===== config.mk =====
export PLATFORM = sky130hd
export DESIGN_NAME = serial_cmd_master
export DESIGN_NICKNAME = d
export VERILOG_FILES = /design/src/rtl/scm_pkg.sv /design/src/rtl/scm_bit_timer.sv /design/src/rtl/scm_tx_shift.sv /design/src/rtl/scm_rx_shift.sv /design/src/rtl/serial_cmd_master.sv
export SDC_FILE = /design/constraint.sdc
export NUM_CORES = 1
export LEC_CHECK = 0
export BUFFER_PORTS_ARGS = -buffer_cell sky130_fd_sc_hd__buf_4
export CAP_MARGIN = 10
export CORE_MARGIN = 1
export CORE_UTILIZATION = 63
export DETAILED_ROUTE_END_ITERATION = 16
export PLACE_DENSITY = 0.94
export SETUP_SLACK_MARGIN = 0.4
export SYNTH_ARGS = -nofsm -noshare
export SYNTH_HDL_FRONTEND = slang
export SYNTH_SLANG_ARGS = --single-unit

===== constraint.sdc =====
create_clock -name clk -period 3.6 [get_ports clk]
set_input_delay 0 -clock clk [delete_from_list [all_inputs] [get_ports clk]]
set_output_delay 0 -clock clk [all_outputs]
set_load 0.01 [all_outputs]

===== src/rtl/scm_pkg.sv =====
package scm_pkg;
  typedef enum logic [3:0] {
    ST_IDLE, ST_DISPATCH, ST_TX_START, ST_TX_BITS, ST_ECHO,
    ST_WAIT, ST_TAG, ST_DATA, ST_CHK, ST_TRAIL
  } scm_state_e;

  localparam logic [7:0] STS_IDLE    = 8'h00;
  localparam logic [7:0] STS_SENDING = 8'h01;
  localparam logic [7:0] STS_DONE    = 8'h02;
  localparam logic [7:0] STS_BAD_CMD = 8'h80;
  localparam logic [7:0] STS_TIMEOUT = 8'h82;

  localparam logic [7:0] OP_NONE  = 8'h00;
  localparam logic [7:0] OP_SEND  = 8'h01;
  localparam logic [7:0] OP_BREAK = 8'h02;

  localparam logic [1:0] ADDR_CMD = 2'd0;
  localparam logic [1:0] ADDR_DW0 = 2'd1;
  localparam logic [1:0] ADDR_DW1 = 2'd2;
endpackage


===== src/rtl/scm_bit_timer.sv =====
// Bit-period phase generator. HALF_DIV must be at least 2 so the sample
// tick and the end-of-period tick fall in different cycles.
module scm_bit_timer #(
  parameter int HALF_DIV = 2
) (
  input  logic clk,
  input  logic rst,
  input  logic run,
  output logic low_phase,
  output logic smp_tick,
  output logic end_tick
);
  localparam int PERIOD = 2 * HALF_DIV;
  localparam int CW = $clog2(PERIOD);

  logic [CW-1:0] cnt;

  always_ff @(posedge clk) begin
    if (rst || !run) cnt <= '0;
    else if (cnt == CW'(PERIOD - 1)) cnt <= '0;
    else cnt <= cnt + 1'b1;
  end

  // Registered clock output lags cnt by one cycle, so the pin is low while
  // cnt is 1..HALF_DIV; the cycle with cnt == HALF_DIV is the last low one.
  assign low_phase = run && (cnt < CW'(HALF_DIV));
  assign smp_tick  = run && (cnt == CW'(HALF_DIV));
  assign end_tick  = run && (cnt == CW'(PERIOD - 1));
endmodule


===== src/rtl/scm_tx_shift.sv =====
module scm_tx_shift #(
  parameter int W = 64
) (
  input  logic         clk,
  input  logic         rst,
  input  logic         load,
  input  logic [W-1:0] load_val,
  input  logic         shift,
  output logic         msb
);
  logic [W-1:0] sr;

  always_ff @(posedge clk) begin
    if (rst) sr <= '0;
    else if (load) sr <= load_val;
    else if (shift) sr <= {sr[W-2:0], 1'b0};
  end

  assign msb = sr[W-1];
endmodule


===== src/rtl/scm_rx_shift.sv =====
module scm_rx_shift #(
  parameter int W = 32
) (
  input  logic         clk,
  input  logic         rst,
  input  logic         clear,
  input  logic         shift,
  input  logic         din,
  output logic [W-1:0] q
);
  always_ff @(posedge clk) begin
    if (rst || clear) q <= '0;
    else if (shift) q <= {q[W-2:0], din};
  end
endmodule


===== src/rtl/serial_cmd_master.sv =====
module serial_cmd_master
  import scm_pkg::*;
#(
  parameter int REG_W      = 32,
  parameter int HALF_DIV   = 2,
  parameter int IDLE_CLKS  = 16,
  parameter int START_WAIT = 1000,
  parameter int TAG_W      = 4,
  parameter int CHK_W      = 4
) (
  input  logic             clk,
  input  logic             rst,
  input  logic             host_we,
  input  logic [1:0]       host_addr,
  input  logic [REG_W-1:0] host_wdata,
  output logic [REG_W-1:0] cmd_word_o,
  output logic [7:0]       status_o,
  output logic [TAG_W-1:0] rsp_tag_o,
  output logic [CHK_W-1:0] rsp_chk_o,
  output logic [REG_W-1:0] rsp_data_o,
  output logic             link_clk_o,
  output logic             link_dat_o,
  output logic             dat_drive_o,
  input  logic             link_dat_i
);
  localparam int AREA_W = 2 * REG_W;
  localparam int RSP_W  = REG_W;
  localparam int MAX_A  = (START_WAIT > AREA_W) ? START_WAIT : AREA_W;
  localparam int MAX_N  = (MAX_A > IDLE_CLKS) ? MAX_A : IDLE_CLKS;
  localparam int CNT_W  = $clog2(MAX_N + 1);

  scm_state_e state;
  logic [REG_W-1:0] cmd_q, dw0_q, dw1_q, rsp_q;
  logic [7:0]       status_q, op_q;
  logic [CNT_W-1:0] bits_left, clen_q, rlen_q;
  logic [TAG_W-1:0] tag_q;
  logic [CHK_W-1:0] chk_q;
  logic             start_seen;
  logic             clk_q, dat_q, drv_q;

  logic             accept, bus_run, low_phase, smp_tick, end_tick;
  logic             tx_msb, rx_clear, rx_shift, last_bit, receiving;
  logic [RSP_W-1:0] rx_q;
  logic [7:0]       clen_f, rlen_f;

  assign accept    = (state == ST_IDLE) && (cmd_q[7:0] != OP_NONE);
  assign bus_run   = (state != ST_IDLE) && (state != ST_DISPATCH);
  assign last_bit  = (bits_left == CNT_W'(1));
  assign receiving = (state == ST_WAIT) || (state == ST_TAG) ||
                     (state == ST_DATA) || (state == ST_CHK);
  assign clen_f    = cmd_q[15:8];
  assign rlen_f    = cmd_q[23:16];

  scm_bit_timer #(.HALF_DIV(HALF_DIV)) u_timer (
    .clk(clk), .rst(rst), .run(bus_run),
    .low_phase(low_phase), .smp_tick(smp_tick), .end_tick(end_tick)
  );

  scm_tx_shift #(.W(AREA_W)) u_tx (
    .clk(clk), .rst(rst),
    .load(state == ST_DISPATCH), .load_val({dw0_q, dw1_q}),
    .shift(end_tick && (state == ST_TX_BITS)), .msb(tx_msb)
  );

  assign rx_shift = smp_tick && ((state == ST_TAG) || (state == ST_DATA) || (state == ST_CHK));
  assign rx_clear = end_tick && ((state == ST_WAIT) ||
                    (((state == ST_TAG) || (state == ST_DATA)) && last_bit));

  scm_rx_shift #(.W(RSP_W)) u_rx (
    .clk(clk), .rst(rst), .clear(rx_clear), .shift(rx_shift),
    .din(link_dat_i), .q(rx_q)
  );

  // Host register file; clearing the opcode on accept wins over a write.
  always_ff @(posedge clk) begin
    if (rst) begin
      cmd_q <= '0;
      dw0_q <= '0;
      dw1_q <= '0;
    end else begin
      if (host_we && host_addr == ADDR_DW0) dw0_q <= host_wdata;
      if (host_we && host_addr == ADDR_DW1) dw1_q <= host_wdata;
      if (accept) cmd_q[7:0] <= OP_NONE;
      else if (host_we && host_addr == ADDR_CMD && status_q != STS_SENDING)
        cmd_q <= host_wdata;
    end
  end

  // Transaction sequencer
  always_ff @(posedge clk) begin
    if (rst) begin
      state      <= ST_IDLE;
      status_q   <= STS_IDLE;
      op_q       <= OP_NONE;
      clen_q     <= '0;
      rlen_q     <= '0;
      bits_left  <= '0;
      tag_q      <= '0;
      chk_q      <= '0;
      rsp_q      <= '0;
      start_seen <= 1'b0;
    end else begin
      case (state)
        ST_IDLE: if (accept) begin
          status_q <= STS_SENDING;
          op_q     <= cmd_q[7:0];
          clen_q   <= (int'(clen_f) > AREA_W) ? CNT_W'(AREA_W) : CNT_W'(clen_f);
          rlen_q   <= (int'(rlen_f) > RSP_W) ? CNT_W'(RSP_W) : CNT_W'(rlen_f);
          state    <= ST_DISPATCH;
        end
        ST_DISPATCH: begin
          if (op_q == OP_SEND) state <= ST_TX_START;
          else begin
            status_q <= (op_q == OP_BREAK) ? STS_DONE : STS_BAD_CMD;
            state    <= ST_IDLE;
          end
        end
        ST_TX_START: if (end_tick) begin
          if (clen_q != '0) begin
            state     <= ST_TX_BITS;
            bits_left <= clen_q;
          end else begin
            state     <= ST_ECHO;
            bits_left <= CNT_W'(IDLE_CLKS);
          end
        end
        ST_TX_BITS: if (end_tick) begin
          if (last_bit) begin
            state     <= ST_ECHO;
            bits_left <= CNT_W'(IDLE_CLKS);
          end else bits_left <= bits_left - 1'b1;
        end
        ST_ECHO: if (end_tick) begin
          if (last_bit) begin
            state     <= ST_WAIT;
            bits_left <= CNT_W'(START_WAIT);
          end else bits_left <= bits_left - 1'b1;
        end
        ST_WAIT: begin
          if (smp_tick) start_seen <= !link_dat_i;
          if (end_tick) begin
            if (start_seen) begin
              state     <= ST_TAG;
              bits_left <= CNT_W'(TAG_W);
            end else if (last_bit) begin
              status_q  <= STS_TIMEOUT;
              state     <= ST_TRAIL;
              bits_left <= CNT_W'(IDLE_CLKS);
            end else bits_left <= bits_left - 1'b1;
          end
        end
        ST_TAG: if (end_tick) begin
          if (last_bit) begin
            tag_q <= ~rx_q[TAG_W-1:0];
            if (rx_q[TAG_W-2:0] == {(TAG_W-1){1'b1}} && rlen_q != '0) begin
              state     <= ST_DATA;
              bits_left <= rlen_q;
            end else begin
              state     <= ST_CHK;
              bits_left <= CNT_W'(CHK_W);
            end
          end else bits_left <= bits_left - 1'b1;
        end
        ST_DATA: if (end_tick) begin
          if (last_bit) begin
            rsp_q     <= ~rx_q;
            state     <= ST_CHK;
            bits_left <= CNT_W'(CHK_W);
          end else bits_left <= bits_left - 1'b1;
        end
        ST_CHK: if (end_tick) begin
          if (last_bit) begin
            chk_q     <= ~rx_q[CHK_W-1:0];
            status_q  <= STS_DONE;
            state     <= ST_TRAIL;
            bits_left <= CNT_W'(IDLE_CLKS);
          end else bits_left <= bits_left - 1'b1;
        end
        ST_TRAIL: if (end_tick) begin
          if (last_bit) state <= ST_IDLE;
          else bits_left <= bits_left - 1'b1;
        end
        default: state <= ST_IDLE;
      endcase
    end
  end

  // Registered pin drivers
  always_ff @(posedge clk) begin
    if (rst) begin
      clk_q <= 1'b1;
      dat_q <= 1'b1;
      drv_q <= 1'b1;
    end else begin
      clk_q <= !low_phase;
      drv_q <= !receiving;
      if (state == ST_TX_START) dat_q <= 1'b0;
      else if (state == ST_TX_BITS) dat_q <= ~tx_msb;
      else dat_q <= 1'b1;
    end
  end

  assign cmd_word_o  = cmd_q;
  assign status_o    = status_q;
  assign rsp_tag_o   = tag_q;
  assign rsp_chk_o   = chk_q;
  assign rsp_data_o  = rsp_q;
  assign link_clk_o  = clk_q;
  assign link_dat_o  = dat_q;
  assign dat_drive_o = drv_q;
endmodule


==> impl_metrics.toml, run 1 <==
[floorplanning]
initial_utilization = 0.650
die_w_um = 136
boundaryPins = 121
die_h_um = 136
row_count = 48
core_mm2 = 0.0175
die-area_mm2 = 0.0186

[pwr]
ir_worst_vdd_mv = 0.456
power_density_mw_per_mm2 = 537
p_leak_nw = 4.86

[logic_synthesis]
yosysSeqAreaShare = 0.492
ys.flop_type = "dfxtp_1"
syn_area_mm2 = 0.0114
synth.distinct_cells = 67
synthTopCellsByCount = "279 x dfxtp_1, 277 x nand2_1, 155 x a21oi_1, 142 x nor2_1, 75 x mux2i_1"
yosysTopAreaCell = "dfxtp_1"
synth.area.top_cells = "dfxtp_1 49%, nand2_1 9.2%, a21oi_1 6.8%"
synth_top_area_frac = 0.492
syn_area_per_cell_um2 = 8.66
ys_warn_count = 0
ys_ff_latch = 279
synth_enable_flop_cells = 0
async_flop_share = 0
syn_inst = 1312
yosys.cell_count.top_type = "dfxtp_1"

[sta]
hold_violations = 0
clock_skew_ns = 0.0114
worstMarginPinSlew_ns = 0.996
finalMaxSlewViolations = 0
setup_slack_ns = 0.758
rsz0062_at_grt = "no"
hold_slack_ns = 0.0599
setup_violations = 0
period_minus_slack_ns = 2.84
relSlewSlack = 0.336
fin_setup_tns_ns = 0
finalCritPeriodShare = 0.790
max_freq_mhz = 352

[cts]
cts_resized = 0
cts_tree = "yes"
clk_pin_slew_worst_paths_ns = 0.06
cts.sinks = 279
cts-buffers-inserted = 27
clk_path_buf_depth = 3
cts-root-buf = "clkbuf_16"
clock_latency_ns = 0.52
htreeDepth = 1
post_cts_buffers = 0

[place]
pre_cts_ws_ns = 1.01
portBuffers = 115
place_hpwl_mm = 17.9
post_dp_cell_area_mm2 = 0.0122
gp_congestion = 0.927

[layout]
drive_gt1_frac = 0.159
num-fill-cells = 1074
stdcell_area_mm2 = 0.0134
diodes = 0
ff_latch_area_mm2 = 0.00559
syn_to_final_growth_pct = 18.3
multi_input_area_mm2 = 0.00528
final_util = 0.769
final_nets = 1449

[worst_setup_path]
start_kind = "flop"
reg2reg_slack_ns = 0.76
crit_type = "reg -> reg"
cp_max_fo = 29
crit_required_ns = 4.04
worstPathArrival_ns = 3.28
worstSetupEndpointType = "flop"

[grt]
grt_pass1_wl_mm = 47.5
grt_pass1_vias = 9721
grtUsageMet1 = 0.390
grtUsageMet3 = 0.0477
antenna_found_initial = 0
track_usage = 0.319
grt-ovfl-total = 0
top_usage_layer = "met2"
gr-usage-met2 = 0.551
grt_max_degree = 87

[outcome]
status = "finished, final reports clean"

[min_path]
hold_class = "in -> reg"

[drt]
drc = 0
drtAntennaViolNets = 0
routedWlPerCell_um = 18.2
drt_iter0_drc = 922
dr.pass1.iters = 5
viasPerCell = 6.15
vias = 10200
wirelength_mm = 30.1

[job]
maxCapViolCount = 0
## report_power, final
| part | switching, mW | internal (mW) | total (mW) |
|---|---|---|---|
| logic | 0.630 | 0.369 | 0.998 |
| registers | 0.155 | 3.32 | 3.48 |
| clock network | 1.18 | 1.56 | 2.74 |
| total | 1.96 | 5.25 | 7.22 |
## cell type report
class | instances | area share
Inverter | 13 | 0.00363
Timing Repair Buffer | 168 | 0.103
Clock buffer | 39 | 0.0603
Clock inverter | 10 | 0.00428
Tap cell | 225 | 0.0209
Multi-Input combinational cell | 918 | 0.393
Sequential cell | 279 | 0.416
## what timing repair did
action	in CTS	in global routing
endpoints found under the hold margin	99	0
endpoints found under the setup margin	0	0
hold buffers	35	0
## final timing paths
check / start / end / cells after the start
worst min register to register: dw1_q[24] / dw1_q[24] / 2
worst min-delay path: host_addr[1] / cmd_word_o[1] / 5
worst max-delay path: state[2] / cmd_word_o[20] / 6
worst max register to register: state[2] / cmd_word_o[20] / 6
## state kept, by name, summed over array words and instances, names as in the netlist, 2 cells and up
signal,flops
bits_left,10
rsp_data_o,32
dw0_q,32
state,4
rlen_q,8
clen_q,8
u_rx.q,32
status_o,3
op_q,8
rsp_chk_o,4
rsp_tag_o,4
u_tx.sr,64
cmd_word_o,32
dw1_q,32
u_timer.cnt,2
## worst max-delay path, stage by stage, from the launching register on
cell and delay [ns]:
dfxtp_1 0.92, or3_1 0.35, nor2_4 0.12, nand2_2 0.15
and2_1 0.79, nand2_1 0.21, a21oi_1 0.21
## logic make-up (layout without fill, tap and decap cells)
family	after synthesis	count (layout)	synth area share
compound gates	333	333	0.201
xor+xnor	5	5	0.00386
fa+ha+maj	4	4	0.00441
buf+inv	119	230	0.0470
flops	279	279	0.492
mux	75	75	0.0661
other cells	1	5	0.000330
simple gates	496	496	0.185
## metrics by stage
stage / power [mW] / instances
global placement: 4.41 / 1568
global route: 7.47 / 1652
CTS: 7.20 / 1652
finish: 7.22 / 1652
detailed placement: 4.46 / 1568
floorplan: 4.16 / 1316
## per-layer routing
layer	up-vias	wire, µm
li1	4745	-
met1	4823	11900
met2	478	14700
met3	112	2180
met4	0	1320
met5	-	0
## cells in the final DEF (no fill, tap or decap), drive strengths merged, types with 6 or more instances in the layout
cell,instances
dlygate4sd3,35
mux2i,75
o21ai,20
a22o,14
nand3b,6
inv,13
and2,7
dfxtp,279
a211oi,101
clkbuf,39
buf,133
clkinv,7
o32ai,6
nor4,10
nor3,14
nor2,143
nand2,279
a21oi,155
Note: power is estimated with default switching activity, not from simulation.
==> run 2: changes to the inputs <==
Settings changed: ABC_AREA from default to 1, CORE_UTILIZATION 63 to 58, PLACE_DENSITY 0.94 to 0.88.
Clock period 3.6 ns to 2.9 ns, I/O delays scaled along.
==> run 2 against run 1 <==
Register-to-register slack got worse by 0.09 ns. Largest power group unchanged. Final cell count increased by 14%. First-iteration DRC count decreased by 15%. Die area increased by 8.1%. Critical path depth up 3. Largest cell class unchanged. Final area rose by 1.0%. Combinational power is 130% higher. Sequential share of layout area shrank 0.43 points. Setup slack lost 0.087 ns. Via count is 4.6% higher.
==> impl_metrics.toml, run 2 <==
[outcome]
status = "finished, final reports clean"

[drt]
vias = 10600
drt_iter0_drc = 782
drc = 0
wirelength_mm = 29.6
routedWlPerCell_um = 15.6
dr.pass1.iters = 7
viasPerCell = 5.62
drtAntennaViolNets = 0

[grt]
grt_pass1_vias = 10000
track_usage = 0.297
grt-ovfl-total = 0
grt_pass1_wl_mm = 48.8
grt_max_degree = 88
antenna_found_initial = 0

[logic_synthesis]
synth.area.top_cells = "dfxtp_1 49%, a21oi_1 8.5%, nor2_1 7.1%"
syn_area_mm2 = 0.0113
synth_top_area_frac = 0.494
yosysTopAreaCell = "dfxtp_1"
synth.distinct_cells = 35
ys.flop_type = "dfxtp_1"
yosysSeqAreaShare = 0.494
async_flop_share = 0
syn_area_per_cell_um2 = 7.52
yosys.cell_count.top_type = "dfxtp_1"
syn_inst = 1504
ys_ff_latch = 279
ys_warn_count = 0
synthTopCellsByCount = "279 x dfxtp_1, 215 x nor2_1, 202 x nand2_1, 193 x a21oi_1"
synth_enable_flop_cells = 0

[pwr]
clockPowerShare = 0.356
power_density_mw_per_mm2 = 777
ir_worst_vdd_mv = 0.549
power_switching_mw = 3.24
seqPwrFrac = 0.431
p_int_mw = 7.30
power_frac_comb = 0.214
p_leak_nw = 5.38
swShare = 0.308

[floorplanning]
die-area_mm2 = 0.0201
core_mm2 = 0.0189
row_count = 50
die_h_um = 142
die_w_um = 142
boundaryPins = 121
initial_utilization = 0.599

[layout]
top_register = "u_tx.sr"
final_cells = 1891
drive_gt1_frac = 0.134
final_nets = 1653
syn_to_final_growth_pct = 20.0
final_util = 0.719
largest_register_ffs = 64
diodes = 0
mostFrequentLayoutCells = "279 x dfxtp_1, 214 x nor2_1, 202 x nand2_1"
final_common_cell = "dfxtp_1"

[sta]
finalMaxSlewViolations = 0
period_minus_slack_ns = 2.23
finalCritPeriodShare = 0.769
hold_violations = 0
relSlewSlack = 0.343
setup_violations = 0
fin_setup_tns_ns = 0
setup_slack_ns = 0.670
hold_slack_ns = 0.0129
clock_skew_ns = 0.00985
max_freq_mhz = 449
rsz0062_at_grt = "no"
worstMarginPinSlew_ns = 0.985

[cts]
cts-buffers-inserted = 28
htreeDepth = 1
clock_latency_ns = 0.54
clk_path_buf_depth = 3
post_cts_buffers = 0
clk_pin_slew_worst_paths_ns = 0.07
cts-root-buf = "clkbuf_16"
cts.sinks = 279
cts_tree = "yes"

[worst_setup_path]
worstSetupEndpointType = "flop"
start_kind = "flop"
worstPathArrival_ns = 2.63
crit_required_ns = 3.30
crit_type = "reg -> reg"
cp_max_fo = 36

[place]
gp_congestion = 0.919
portBuffers = 115
dp_cells = 1805
pre_cts_ws_ns = 0.410
place_hpwl_mm = 18.6

[job]
maxCapViolCount = 0

[min_path]
hold_class = "in -> reg"
-- run 2: what timing repair did --
item | in CTS | in global routing
hold endpoints to repair | 98 | 0
endpoints found under the setup margin | 0 | 26
gates resized for setup | 0 | 2
hold buffers | 35 | 0
-- run 2: path summary, 6_finish.rpt --
path	start	to	slack, ns	depth (start not counted)
min reg2reg	rsp_chk_o[2]	rsp_chk_o[2]	0.45	2
max reg2reg	state[3]	cmd_word_o[19]	0.67	9
max	state[3]	cmd_word_o[19]	0.67	9
min	host_addr[0]	dw0_q[30]	0.01	5
-- run 2: logic make-up after synthesis --
logic type,synth area share
other cells,0.000331
buf+inv,0.0904
xor+xnor,0.00542
fa+ha+maj,0.00442
flops,0.494
compound gates,0.200
simple gates,0.205
-- run 2: through the flow --
| step | instance area, µm² | power (mW) |
|---|---|---|
| floorplan | 11300 | 6.17 |
| global placement | 12200 | 6.66 |
| detailed placement | 12200 | 6.73 |
| CTS | 13600 | 10.5 |
| global route | 13600 | 11.0 |
| finish | 13600 | 10.5 |
-- run 2: critical path, stage by stage, from the launching register on --
cell and delay, ns:
dfxtp_1 0.48, inv_2 0.10, nand2_1 0.14, nor2_2 0.07, inv_2 0.05, nor2_2 0.04, nor2_2 0.43, inv_2 0.40
o21ai_0 0.29, a21oi_1 0.07
-- run 2: power groups by stage --
stage          combinational (mW)  clock, mW  sequential [mW]
4_1_cts                      2.20       3.79             4.53
2_1_floorplan                1.61          0             4.56
3_5_place_dp                 2.12          0             4.60
3_3_place_gp                 2.08          0             4.58
6_report                     2.25       3.75             4.54
5_1_grt                      2.52       3.95             4.58
-- run 2: cell type report --
| class | instances | area [µm²] |
|---|---|---|
| Multi-Input combinational cell | 984 | 4740 |
| Tap cell | 260 | 325 |
| Timing Repair Buffer | 170 | 1400 |
| Clock buffer | 36 | 781 |
| Sequential cell | 279 | 5590 |
| Fill cell | 1444 | 5320 |
| Inverter | 148 | 557 |
| Clock inverter | 14 | 186 |
-- run 2: routing by layer --
metal,vias up,part of all wire,GRT usage
li1,5160,-,-
met1,5005,0.42,0.377
met2,386,0.48,0.500
met3,79,0.066,0.0493
met4,0,0.035,0.126
met5,-,0,0
==> run 3: changes to the inputs <==
Clock period 2.9 ns to 2.22 ns, I/O delays scaled along.
==> run 3 against run 2 <==
Final cell count is 0.74% higher. Setup slack worse by 0.28 ns. Final area is 2.8% higher. Largest power group unchanged. Core utilization is 2.0 points higher. Critical endpoint is now u_tx.sr[42]. Via count is 2.0% higher. Largest cell class unchanged. Maximum frequency is 22% higher. Routed wire length is 5.6% higher. Highest routed layer unchanged. Non-clock buffer count is 14 higher. Combinational power is 43% higher. Global-route usage is 0.68 points higher.
==> impl_metrics.toml, run 3 (synthesis gave the netlist of run 2 again) <==
[sta]
relSlewSlack = 0.338
hold_violations = 0
setup_violations = 0
fin_setup_tns_ns = 0
finalMaxSlewViolations = 0
finalCritPeriodShare = 0.825
max_freq_mhz = 546
rsz0062_at_grt = "yes"
setup_slack_ns = 0.389
period_minus_slack_ns = 1.83
worstMarginPinSlew_ns = 0.993
clock_skew_ns = 0.0218

[grt]
grtUsageMet3 = 0.0381
antenna_found_initial = 0
grt_pass1_wl_mm = 49.4
grt_max_degree = 88
grt_pass1_vias = 10100
grt-ovfl-total = 0
gr-usage-met2 = 0.523
top_usage_layer = "met2"
track_usage = 0.304
grtUsageMet1 = 0.378

[worst_setup_path]
start_kind = "flop"
worstPathArrival_ns = 2.19
cp_max_fo = 37
critical_path_buf_inv_count = 2
worstSetupEndpointType = "flop"
crit_family = "compound AO/OA/AOI/OAI gates"
crit_type = "reg -> reg"
crit_required_ns = 2.57
critPathMaxStageDelay_ns = 0.40
critPathSlowestCell = "dfxtp_2"
path_cells = "buf_4 -> nand2_1 -> nor2_4 -> a21oi_4 -> buf_8 -> a211oi_1 -> nor3_1"

[drt]
drt_iter0_drc = 1066
vias = 10800
drtAntennaViolNets = 0
drc = 0
viasPerCell = 5.69
wirelength_mm = 31.2
dr.pass1.iters = 6
routedWlPerCell_um = 16.4

[layout]
final_cells = 1905
mostFrequentLayoutCells = "276 x dfxtp_1, 210 x nor2_1, 200 x nand2_1"
stdcell_area_mm2 = 0.0140
final_common_cell = "dfxtp_1"
diodes = 0
final_nets = 1666
largest_register_ffs = 64
syn_to_final_growth_pct = 23.3
drive_gt1_frac = 0.156
top_register = "u_tx.sr"

[pwr]
p_leak_nw = 5.51
p_total_mw = 14.0
ir_worst_vdd_mv = 0.679
power_density_mw_per_mm2 = 1000

[min_path]
hold_class = "in -> reg"

[floorplanning]
boundaryPins = 121
core_mm2 = 0.0189
initial_utilization = 0.599
die-area_mm2 = 0.0201
row_count = 50
die_h_um = 142
die_w_um = 142

[cts]
clock_latency_ns = 0.54
cts.sinks = 279
htreeDepth = 1
clk_path_buf_depth = 3
cts_tree = "yes"
cts-buffers-inserted = 27
cts-root-buf = "clkbuf_16"
clk_pin_slew_worst_paths_ns = 0.06

[place]
pre_cts_ws_ns = 0.267
place_hpwl_mm = 19.1
gp_congestion = 0.989
portBuffers = 115
post_dp_cell_area_mm2 = 0.0124
dp_cells = 1810

[outcome]
status = "finished, final reports clean"

[job]
maxCapViolCount = 0
run 3: cell count changes in the layout (fill, tap and decap cells not counted), moves of 4 or more:
cell    change
buf_12      +6
nor2_4      +6
buf_6       +4
inv_1       -4
nor2_1      -4
run 3: what timing repair did:
item,CTS,global route
hold buffers,35,0
pin swaps,1,1
hold endpoints to repair,98,0
setup endpoints to repair,102,185
gates cloned,1,1
setup buffers,2,6
gates resized for setup,12,45
run 3: area by class of cell:
cell class                      instances  area [µm²]
Clock inverter                         16         195
Tap cell                              260         325
Clock buffer                           34         752
Inverter                              148         584
Sequential cell                       279        5590
Fill cell                            1428        4940
Multi-Input combinational cell        984        4860
Timing Repair Buffer                  184        1640
run 3: final timing paths:
| kind | startpoint | slack [ns] | to | cells after the start |
|---|---|---|---|---|
| setup / recovery | state[1] | 0.39 | u_tx.sr[42] | 7 |
| hold / removal | host_we | 0.09 | cmd_word_o[5] | 6 |
| setup reg to reg | state[1] | 0.39 | u_tx.sr[42] | 7 |
| hold reg to reg | u_rx.q[31] | 0.44 | rsp_data_o[31] | 1 |
run 3: power by group:
| group | internal, mW | switching [mW] | total, mW |
|---|---|---|---|
| sequential | 5.60 | 0.353 | 5.95 |
| clock | 2.87 | 1.98 | 4.85 |
| combinational | 1.16 | 2.06 | 3.22 |
| total | 9.63 | 4.39 | 14.0 |
run 3: through the flow:
stage | hold slack (ns) | util
2_1_floorplan | 0.0900 | -
3_5_place_dp | 0.202 | 0.654
4_1_cts | 0.0817 | 0.728
3_3_place_gp | 0.196 | 0.654
5_1_grt | 0.110 | 0.739
6_report | 0.0918 | 0.739
run 3: metal layers:
metal  up-vias  wire [µm]
met5         -          0
met4         0       1350
met3       116       1940
met2       456      15200
met1      5077      12800
li1       5198          -
run 3: worst reg2reg max path: stages, from the launching register on:
cell      delay [ns]
dfxtp_2         0.40
buf_4           0.18
nand2_1         0.09
nor2_4          0.20
a21oi_4         0.11
buf_8           0.21
a211oi_1        0.34
nor3_1          0.11
